===== src/rtl/bitop_pkg.sv =====
package bitop_pkg;
  typedef enum logic [1:0] {
    OP_TEST = 2'b00,
    OP_SET  = 2'b01,
    OP_CLR  = 2'b10,
    OP_NOP  = 2'b11
  } bitop_e;

  localparam int unsigned FLAG_W = 8;
  localparam int unsigned F_S    = 7;
  localparam int unsigned F_Z    = 6;
  localparam int unsigned F_Y    = 5;
  localparam int unsigned F_H    = 4;
  localparam int unsigned F_X    = 3;
  localparam int unsigned F_PV   = 2;
  localparam int unsigned F_N    = 1;
  localparam int unsigned F_C    = 0;
endpackage


===== src/rtl/bitop_mask_gen.sv =====
module bitop_mask_gen #(
  parameter int unsigned DATA_W = 8,
  localparam int unsigned IDX_W = $clog2(DATA_W)
) (
  input  logic [IDX_W-1:0]  idx_i,
  output logic [DATA_W-1:0] mask_o
);
  for (genvar g = 0; g < DATA_W; g++) begin : g_dec
    assign mask_o[g] = (idx_i == IDX_W'(g));
  end
endmodule


===== src/rtl/bitop_flag_calc.sv =====
module bitop_flag_calc
  import bitop_pkg::*;
#(
  parameter int unsigned DATA_W = 8
) (
  input  logic [DATA_W-1:0] operand_i,
  input  logic [DATA_W-1:0] mask_i,
  input  logic [FLAG_W-1:0] flags_i,
  input  logic [DATA_W-1:0] addr_hi_i,
  input  logic              mem_src_i,
  output logic [FLAG_W-1:0] test_flags_o
);
  logic [DATA_W-1:0] masked;
  logic [DATA_W-1:0] copy_src;
  logic              zero;

  assign masked   = operand_i & mask_i;
  assign zero     = ~|masked;
  // memory operand: copy bits follow the address high byte
  assign copy_src = mem_src_i ? addr_hi_i : operand_i;

  always_comb begin
    test_flags_o       = '0;
    test_flags_o[F_S]  = masked[DATA_W-1];
    test_flags_o[F_Z]  = zero;
    test_flags_o[F_Y]  = copy_src[F_Y];
    test_flags_o[F_H]  = 1'b1;
    test_flags_o[F_X]  = copy_src[F_X];
    test_flags_o[F_PV] = zero;
    test_flags_o[F_N]  = 1'b0;
    test_flags_o[F_C]  = flags_i[F_C];
  end
endmodule


===== src/rtl/bitop_result_sel.sv =====
module bitop_result_sel
  import bitop_pkg::*;
#(
  parameter int unsigned DATA_W = 8
) (
  input  bitop_e            op_i,
  input  logic [DATA_W-1:0] operand_i,
  input  logic [DATA_W-1:0] mask_i,
  input  logic [FLAG_W-1:0] flags_i,
  input  logic [FLAG_W-1:0] test_flags_i,
  input  logic              mem_src_i,
  input  logic              copy_en_i,
  output logic [DATA_W-1:0] result_o,
  output logic [FLAG_W-1:0] flags_o,
  output logic              mem_we_o,
  output logic              reg_we_o
);
  always_comb begin
    result_o = operand_i;
    flags_o  = flags_i;
    mem_we_o = 1'b0;
    reg_we_o = 1'b0;
    unique case (op_i)
      OP_TEST: flags_o = test_flags_i;
      OP_SET, OP_CLR: begin
        result_o = (op_i == OP_SET) ? (operand_i | mask_i) : (operand_i & ~mask_i);
        mem_we_o = mem_src_i;
        // register copy happens even if the memory write is lost
        reg_we_o = mem_src_i ? copy_en_i : 1'b1;
      end
      default: ;
    endcase
  end
endmodule


===== src/rtl/bitop_unit.sv =====
module bitop_unit
  import bitop_pkg::*;
#(
  parameter int unsigned DATA_W = 8,
  localparam int unsigned IDX_W = $clog2(DATA_W)
) (
  input  logic              clk_i,
  input  logic              rst_ni,
  input  logic              valid_i,
  input  logic [1:0]        op_i,
  input  logic [IDX_W-1:0]  idx_i,
  input  logic [DATA_W-1:0] operand_i,
  input  logic [FLAG_W-1:0] flags_i,
  input  logic [DATA_W-1:0] addr_hi_i,
  input  logic              mem_src_i,
  input  logic              copy_en_i,
  output logic              valid_o,
  output logic [DATA_W-1:0] result_o,
  output logic [FLAG_W-1:0] flags_o,
  output logic              mem_we_o,
  output logic              reg_we_o
);
  logic [DATA_W-1:0] mask;
  logic [FLAG_W-1:0] test_flags;
  logic [DATA_W-1:0] res_d;
  logic [FLAG_W-1:0] flags_d;
  logic              mem_we_d, reg_we_d;
  bitop_e            op;

  assign op = bitop_e'(op_i);

  bitop_mask_gen #(.DATA_W(DATA_W)) mask_i (
    .idx_i (idx_i),
    .mask_o(mask)
  );

  bitop_flag_calc #(.DATA_W(DATA_W)) flag_i (
    .operand_i   (operand_i),
    .mask_i      (mask),
    .flags_i     (flags_i),
    .addr_hi_i   (addr_hi_i),
    .mem_src_i   (mem_src_i),
    .test_flags_o(test_flags)
  );

  bitop_result_sel #(.DATA_W(DATA_W)) sel_i (
    .op_i        (op),
    .operand_i   (operand_i),
    .mask_i      (mask),
    .flags_i     (flags_i),
    .test_flags_i(test_flags),
    .mem_src_i   (mem_src_i),
    .copy_en_i   (copy_en_i),
    .result_o    (res_d),
    .flags_o     (flags_d),
    .mem_we_o    (mem_we_d),
    .reg_we_o    (reg_we_d)
  );

  always_ff @(posedge clk_i or negedge rst_ni) begin
    if (!rst_ni) begin
      valid_o  <= 1'b0;
      result_o <= '0;
      flags_o  <= '0;
      mem_we_o <= 1'b0;
      reg_we_o <= 1'b0;
    end else begin
      valid_o  <= valid_i;
      mem_we_o <= valid_i & mem_we_d;
      reg_we_o <= valid_i & reg_we_d;
      if (valid_i) begin
        result_o <= res_d;
        flags_o  <= flags_d;
      end
    end
  end
endmodule


===== config.mk =====
export PLATFORM = sky130hd
export DESIGN_NAME = bitop_unit
export DESIGN_NICKNAME = d
export VERILOG_FILES = /design/src/rtl/bitop_pkg.sv /design/src/rtl/bitop_mask_gen.sv /design/src/rtl/bitop_flag_calc.sv /design/src/rtl/bitop_result_sel.sv /design/src/rtl/bitop_unit.sv
export SDC_FILE = /design/constraint.sdc
export NUM_CORES = 1
export LEC_CHECK = 0
export BUFFER_PORTS_ARGS = -buffer_cell sky130_fd_sc_hd__buf_4
export CORE_ASPECT_RATIO = 0.7
export CORE_MARGIN = 8
export CORE_UTILIZATION = 30
export DETAILED_ROUTE_END_ITERATION = 8
export GPL_TIMING_DRIVEN = 0
export PLACE_DENSITY = 0.55
export SKIP_LAST_GASP = 1
export SLEW_MARGIN = 0
export SYNTH_ARGS = -nofsm -noshare
export SYNTH_HDL_FRONTEND = slang
export SYNTH_HIERARCHICAL = 1
export SYNTH_SLANG_ARGS = --single-unit

===== constraint.sdc =====
create_clock -name clk_i -period 0.8 [get_ports clk_i]
set_clock_uncertainty 0.15 [all_clocks]
set_input_delay 0.08 -clock clk_i [delete_from_list [all_inputs] [get_ports clk_i]]
set_output_delay 0.08 -clock clk_i [all_outputs]
set_load 0.01 [all_outputs]

==> results of run 1 <==
cells by family after synthesis:
kind of cell,share of synthesized area [%]
flip-flops,39.8
AO/OA/AOI/OAI,3.25
AND/OR/NAND/NOR,11.5
buffers and inverters,8.07
other,0.629
multiplexers,34.6
adder cells (fa/ha/maj),2.10
registers in the layout, indices dropped and copies added, names as in the netlist:
register	count
result_o	8
mem_we_o	1
flags_o	8
valid_o	1
reg_we_o	1
where the power goes:
part	switching, uW	leakage, uW	internal [uW]	total, uW
Sequential	79.4	0.000226	1070	1150
Combinational	339	0.000736	684	1020
Clock	329	0.0000228	355	683
Yosys cell counts, types with 2 or more instances:
library cell	n	share of area, %
nand2_1	9	2.8
inv_1	3	0.94
nor3b_1	3	1.9
dfrtp_1	19	40
and2_2	3	1.9
and3b_2	3	2.5
ha_1	2	2.1
mux2_2	16	15
mux2_4	8	10
buf_6	2	1.9
conb_1	2	0.63
buf_4	5	3.1
mux2_1	10	9.4
stage by stage:
step | cell area, um^2 | total power (uW) | setup WS, ps | std cells | util (%)
2_1_floorplan | 1300 | 1600 | -730 | 95 | -
3_3_place_gp | 1710 | 1990 | -968 | 193 | 44.1
3_5_place_dp | 1710 | 2000 | -984 | 193 | 44.1
4_1_cts | 1950 | 2880 | -683 | 200 | 50.2
5_1_grt | 1980 | 3020 | -707 | 200 | 51.1
6_report | 1980 | 2850 | -647 | 200 | 51.1
critical path: cells and delay by family:
family          cells  cell delay [ps]
simple gates        2              390
buf+inv             2              240
compound gates      2              230
mux                 2              500
metal layers:
metal	part of all wire, %	global-route usage [%]	vias up	wire, um
met2	46	16.5	27	1400
met4	0.46	3.04	0	14
li1	-	-	433	-
met3	6.2	3.89	2	188
met5	0	0	-	0
met1	47	12.9	417	1410
cell type report:
cell class	count	area share, %
Buffer	7	3.47
Clock buffer	4	2.27
Inverter	3	1.83
Multi-Input combinational cell	64	39.0
Sequential cell	19	24.0
Tap cell	52	3.28
Timing Repair Buffer	51	26.2
what timing repair did:
item                       in CTS  in global routing
gates resized for setup        47                  9
buffers inserted                3                  1
setup endpoints to repair      37                 37
hold endpoints to repair       21                  1
pin swaps                       5                  5
worst paths after layout:
kind	startpoint	cells past startpoint	slack (ps)	end
setup reg to reg	flags_o[4]	1	-130	flags_o[4]
hold reg to reg	flags_o[0]	1	390	flags_o[0]
min in group asynchronous	rst_ni	2	80	result_o[0]
setup / recovery	idx_i[2]	8	-650	flags_o[2]
hold / removal	mem_src_i	3	-40	reg_we_o
max in group asynchronous	rst_ni	2	210	result_o[5]
==> summary.md, run 1 <==
| Metric | Value |
|---|---|
| CP arrival | 1450 ps |
| CP Max Fanout | 8 |
| CP max-delay cell | mux2_4 |
| Initial Utilization | 30.8% |
| DRC | 0 |
| Top FF cell, synth | dfrtp_1 |
| DRT Pass-1 Iters | 4 |
| Final worst path period share | 181% |
| CP most frequent cell | mux2_4 |
| Fillers | 358 |
| Number of I/O port buffers | 46 |
| Setup TNS Final | -9980 ps |
| # hold bufs at CTS | 2 |
| Gr usage total | 10.4% |
| Post-synth EDFFs | 0 |
| Most frequent cells in the layout | mux2_4, buf_4, buf_6 |
| Maxcap violations | 0 |
| Unique masters post-synth | 23 |
| Critical path type | in2reg |
| Clock transition at path regs | 70 ps |
| CP endpoint kind | flip-flop |
| # IOs | 53 |
| Hold violation count in the final report | 1 |
| Area delta synth->final | 65.9% |
| Period minus WS final | 1450 ps |
| Fmax | 0.691 GHz |
| Largest net degree at the start of global routing | 20 |
| Max Root-Sink Buffers | 2 |
| Syn Area/Cell | 12.6 um^2 |
| FF/Latch Area | 475 um^2 |
| Inserted Clock Buffers | 3 |
| Die width | 91.4 um |
| Multi-input gate area | 772 um^2 |
| Rows | 19 |
| Routed WL per cell | 15.1 um |
| Via density | 4.40 |
| CP max stage delay | 250 ps |
| Sequential area share after synthesis | 39.8% |
| CP Launch Type | input port |
| WP data required | 800 ps |
| Synth Register Bits | 19 |
| Layout cells sized above 1 | 75.7% |
| Synth async-reset ratio | 100% |
| Worst min path class | in2reg |
| CTS tree | done |
| Worst VDD drop | 799 uV |
| CTS Root Cell | clkbuf_8 |
| Hold slack | -36.2 ps |
| Worst skew pair latency | 260 ps |
| Critical path cell sequence | buf_12 -> nor3b_4 -> a22o_1 -> a221oi_2 -> and4b_1 -> buf_4 -> mux2_4 -> mux2_4 |
| CTS sink count | 19 |
| Vias in the first global route | 1024 |
| Status | complete, but fails checks |
| First-pass GRT wire length | 5100 um |
| Antenna violations before repair | 0 |
| P_leak | 0.000985 uW |
| CTS H-tree depth | 1 |
| Detail Placement HPWL | 2340 um |
| Synthesized Nets | 131 |
| Max-slew violations | 0 |
| WL final | 3010 um |
| Die Area | 0.00629 mm^2 |
| Synth warn | 6 |
| Final nets | 185 |
| Post-route ant nets | 0 |
| Die Ht | 68.8 um |
| Failing checks | negative hold slack, negative setup slack |
| Final setup viols | 37 |
| Iteration-0 DRC Markers | 33 |
| Cells after Synth | 95 |
| Diode count | 0 |
| Vias post-DR | 879 |
| Final worst slack | -647 ps |
| Unrepaired setup endpoints after global routing | true |
| Core region area | 0.00387 mm^2 |
| Grt ovf | 0 |
| Power Density | 1440 mW/mm^2 |
| Leading cell type in the layout, fill and taps excluded | mux2_4 |
| Routability cong. | 0.727 |
| Mapped cell area | 0.00119 mm^2 |
Note: power is estimated with default switching activity, not from simulation.
==> inputs of run 2 (changes only) <==
MAX_ROUTING_LAYER = met4   (was not set)
PLACE_DENSITY = not set   (was 0.55)
PLACE_DENSITY_LB_ADDON = 0.08   (was not set)
==> run 2 against run 1 <==
  * The flow still finishes with violations (negative hold slack, negative setup slack)
  * Combinational power grew 6%
  * Critical path depth is the same
  * Critical path type unchanged
  * Sequential share of layout area decreased by 0.95 points
  * Power increased by 2.0%
  * Worst hold slack better by 33 ps
  * Cell area is 4.1% higher
  * Wire length increased by 5.0%
  * Global-route usage grew 0.12 points
  * Largest cell class unchanged
  * Non-clock buffer count is 5 higher
==> summary.md, run 2 (synthesis results as in run 1) <==
| Metric | Value |
|---|---|
| Buf/Inv on CP | 3 (was 2) |
| Power Density | 1410 mW/mm^2 (was 1440 mW/mm^2) |
| Critical path type | in2reg (unchanged) |
| Largest net degree at the start of global routing | 20 (unchanged) |
| Failing checks | negative hold slack, negative setup slack (unchanged) |
| Antenna violations before repair | 0 (unchanged) |
| Detail Placement HPWL | 2340 um (about the same) |
| Worst skew pair latency | 250 ps (was 260 ps) |
| CP max-delay cell | mux2_4 (unchanged) |
| Vias in the first global route | 993 (was 1024) |
| Post-Layout Cell Count | 205 (was 200) |
| Clock transition at path regs | 80 ps (was 70 ps) |
| WL final | 3160 um (was 3010 um) |
| CTS H-tree depth | 1 (unchanged) |
| Initial Utilization | 30.8% (unchanged) |
| Rows | 19 (unchanged) |
| Layout cells sized above 1 | 79.7% (was 75.7%) |
| Maxcap violations | 0 (unchanged) |
| Final worst slack | -672 ps (was -647 ps) |
| Most frequent cells in the layout | mux2_4, buf_4, buf_6 (unchanged) |
| CP top delay family | multiplexers (unchanged) |
| Hold violation count in the final report | 1 (unchanged) |
| Max Root-Sink Buffers | 2 (unchanged) |
| CP max stage delay | 250 ps (about the same) |
| Final setup viols | 37 (unchanged) |
| Iteration-0 DRC Markers | 19 (was 33) |
| Power, Total | 2910 uW (was 2850 uW) |
| Area delta synth->final | 72.7% (was 65.9%) |
| P_leak | 0.00105 uW (was 0.000985 uW) |
| DRC | 0 (unchanged) |
| CP Launch Type | input port (unchanged) |
| Via density | 4.38 (was 4.40) |
| WP data required | 790 ps (was 800 ps) |
| Post-Place Setup Slack | -972 ps (was -984 ps) |
| DRT Pass-1 Iters | 2 (was 4) |
| # IOs | 53 (unchanged) |
| Post-Place Cell Area | 0.00171 mm^2 (unchanged) |
| Post-layout instance area | 0.00206 mm^2 (was 0.00198 mm^2) |
| Placed Instances | 193 (unchanged) |
| Gr usage total | 10.5% (was 10.4%) |
| Largest registers | flags_o (8), result_o (8) (unchanged) |
| Unrepaired setup endpoints after global routing | true (unchanged) |
| Period minus WS final | 1470 ps (was 1450 ps) |
| Routability cong. | 0.782 (was 0.727) |
| Status | complete, but fails checks (unchanged) |
| Vias post-DR | 897 (was 879) |
| Worst min path class | in2reg (unchanged) |
| Core region area | 0.00387 mm^2 (unchanged) |
| Die Area | 0.00629 mm^2 (unchanged) |
| Final worst path period share | 184% (was 181%) |
| CP arrival | 1460 ps (was 1450 ps) |
| Number of I/O port buffers | 46 (unchanged) |
| CTS tree | done (unchanged) |
| # hold bufs at CTS | 2 (unchanged) |
| First-pass GRT wire length | 4950 um (was 5100 um) |
| Final nets | 190 (was 185) |
| Post-route ant nets | 0 (unchanged) |
| CTS Root Cell | clkbuf_8 (unchanged) |
| Die width | 91.4 um (unchanged) |
| Diode count | 0 (unchanged) |
| Routed WL per cell | 15.4 um (was 15.1 um) |
| CP endpoint kind | flip-flop (unchanged) |
| Critical path cell sequence | buf_8 -> buf_4 -> and3b_2 -> a22oi_1 -> and4b_1 -> buf_4 -> mux2_4 -> mux2_4 (was buf_12 -> nor3b_4 -> a22o_1 -> a221oi_2 -> and4b_1 -> buf_4 -> mux2_4 -> mux2_4) |
| CP Max Fanout | 7 (was 8) |
| Inserted Clock Buffers | 3 (unchanged) |
| Worst VDD drop | 1030 uV (was 799 uV) |
| Fmax | 0.679 GHz (was 0.691 GHz) |
| Max-slew violations | 0 (unchanged) |
| Die Ht | 68.8 um (unchanged) |
| CTS sink count | 19 (unchanged) |
| Hold slack | -2.81 ps (was -36.2 ps) |
| Grt ovf | 0 (unchanged) |
==> run 2: changes by cell type in the layout (fill, tap and decap cells not counted), sizes merged <==
cell	before	now
clkinv	1	2
clkbuf	4	3
buf	56	61
==> run 2: final cells by class <==
class	instances	area (um^2)
fill	342	1810
multi-input combinational	64	812
timing repair buffer	56	558
sequential	19	475
buffer	7	68.8
tap	52	65.1
clock buffer	3	41.3
inverter	3	36.3
clock inverter	1	5.00
==> run 2: metrics by stage <==
stage | utilization (%) | setup TNS [ps]
2_1_floorplan | - | -8160
6_report | 53.2 | -10130
5_1_grt | 53.2 | -11110
4_1_cts | 50.7 | -10060
3_5_place_dp | 44.1 | -12020
3_3_place_gp | 44.1 | -11710
==> run 2: path summary, 6_finish.rpt <==
path,startpoint,to,slack (ps),depth (start not counted)
min in group asynchronous,rst_ni,result_o[2],80,2
hold reg to reg,result_o[7],result_o[7],390,1
max in group asynchronous,rst_ni,flags_o[7],200,2
hold / removal,mem_src_i,reg_we_o,-3,3
setup / recovery,idx_i[0],flags_o[2],-670,8
setup reg to reg,result_o[6],result_o[6],-140,1
==> run 2: layer usage <==
| layer | part of all wire [%] | GRT usage [%] | up-vias |
|---|---|---|---|
| li1 | - | - | 442 |
| met1 | 48 | 12.3 | 425 |
| met2 | 45 | 17.0 | 28 |
| met3 | 5.9 | 3.89 | 2 |
| met4 | 0.60 | 2.43 | 0 |
| met5 | 0 | - | - |
==> run 2: timing repair <==
action / 4_1_cts / 5_1_grt
buffers inserted: 5 / 5
gates resized for setup: 48 / 18
endpoints found under the setup margin: 37 / 37
endpoints found under the hold margin: 20 / 1
pin swaps: 5 / 6
==> run 2: report_power, final <==
| part | switching (uW) | internal (uW) |
|---|---|---|
| Combinational | 364 | 715 |
| Clock | 336 | 347 |
| Sequential | 81.5 | 1070 |
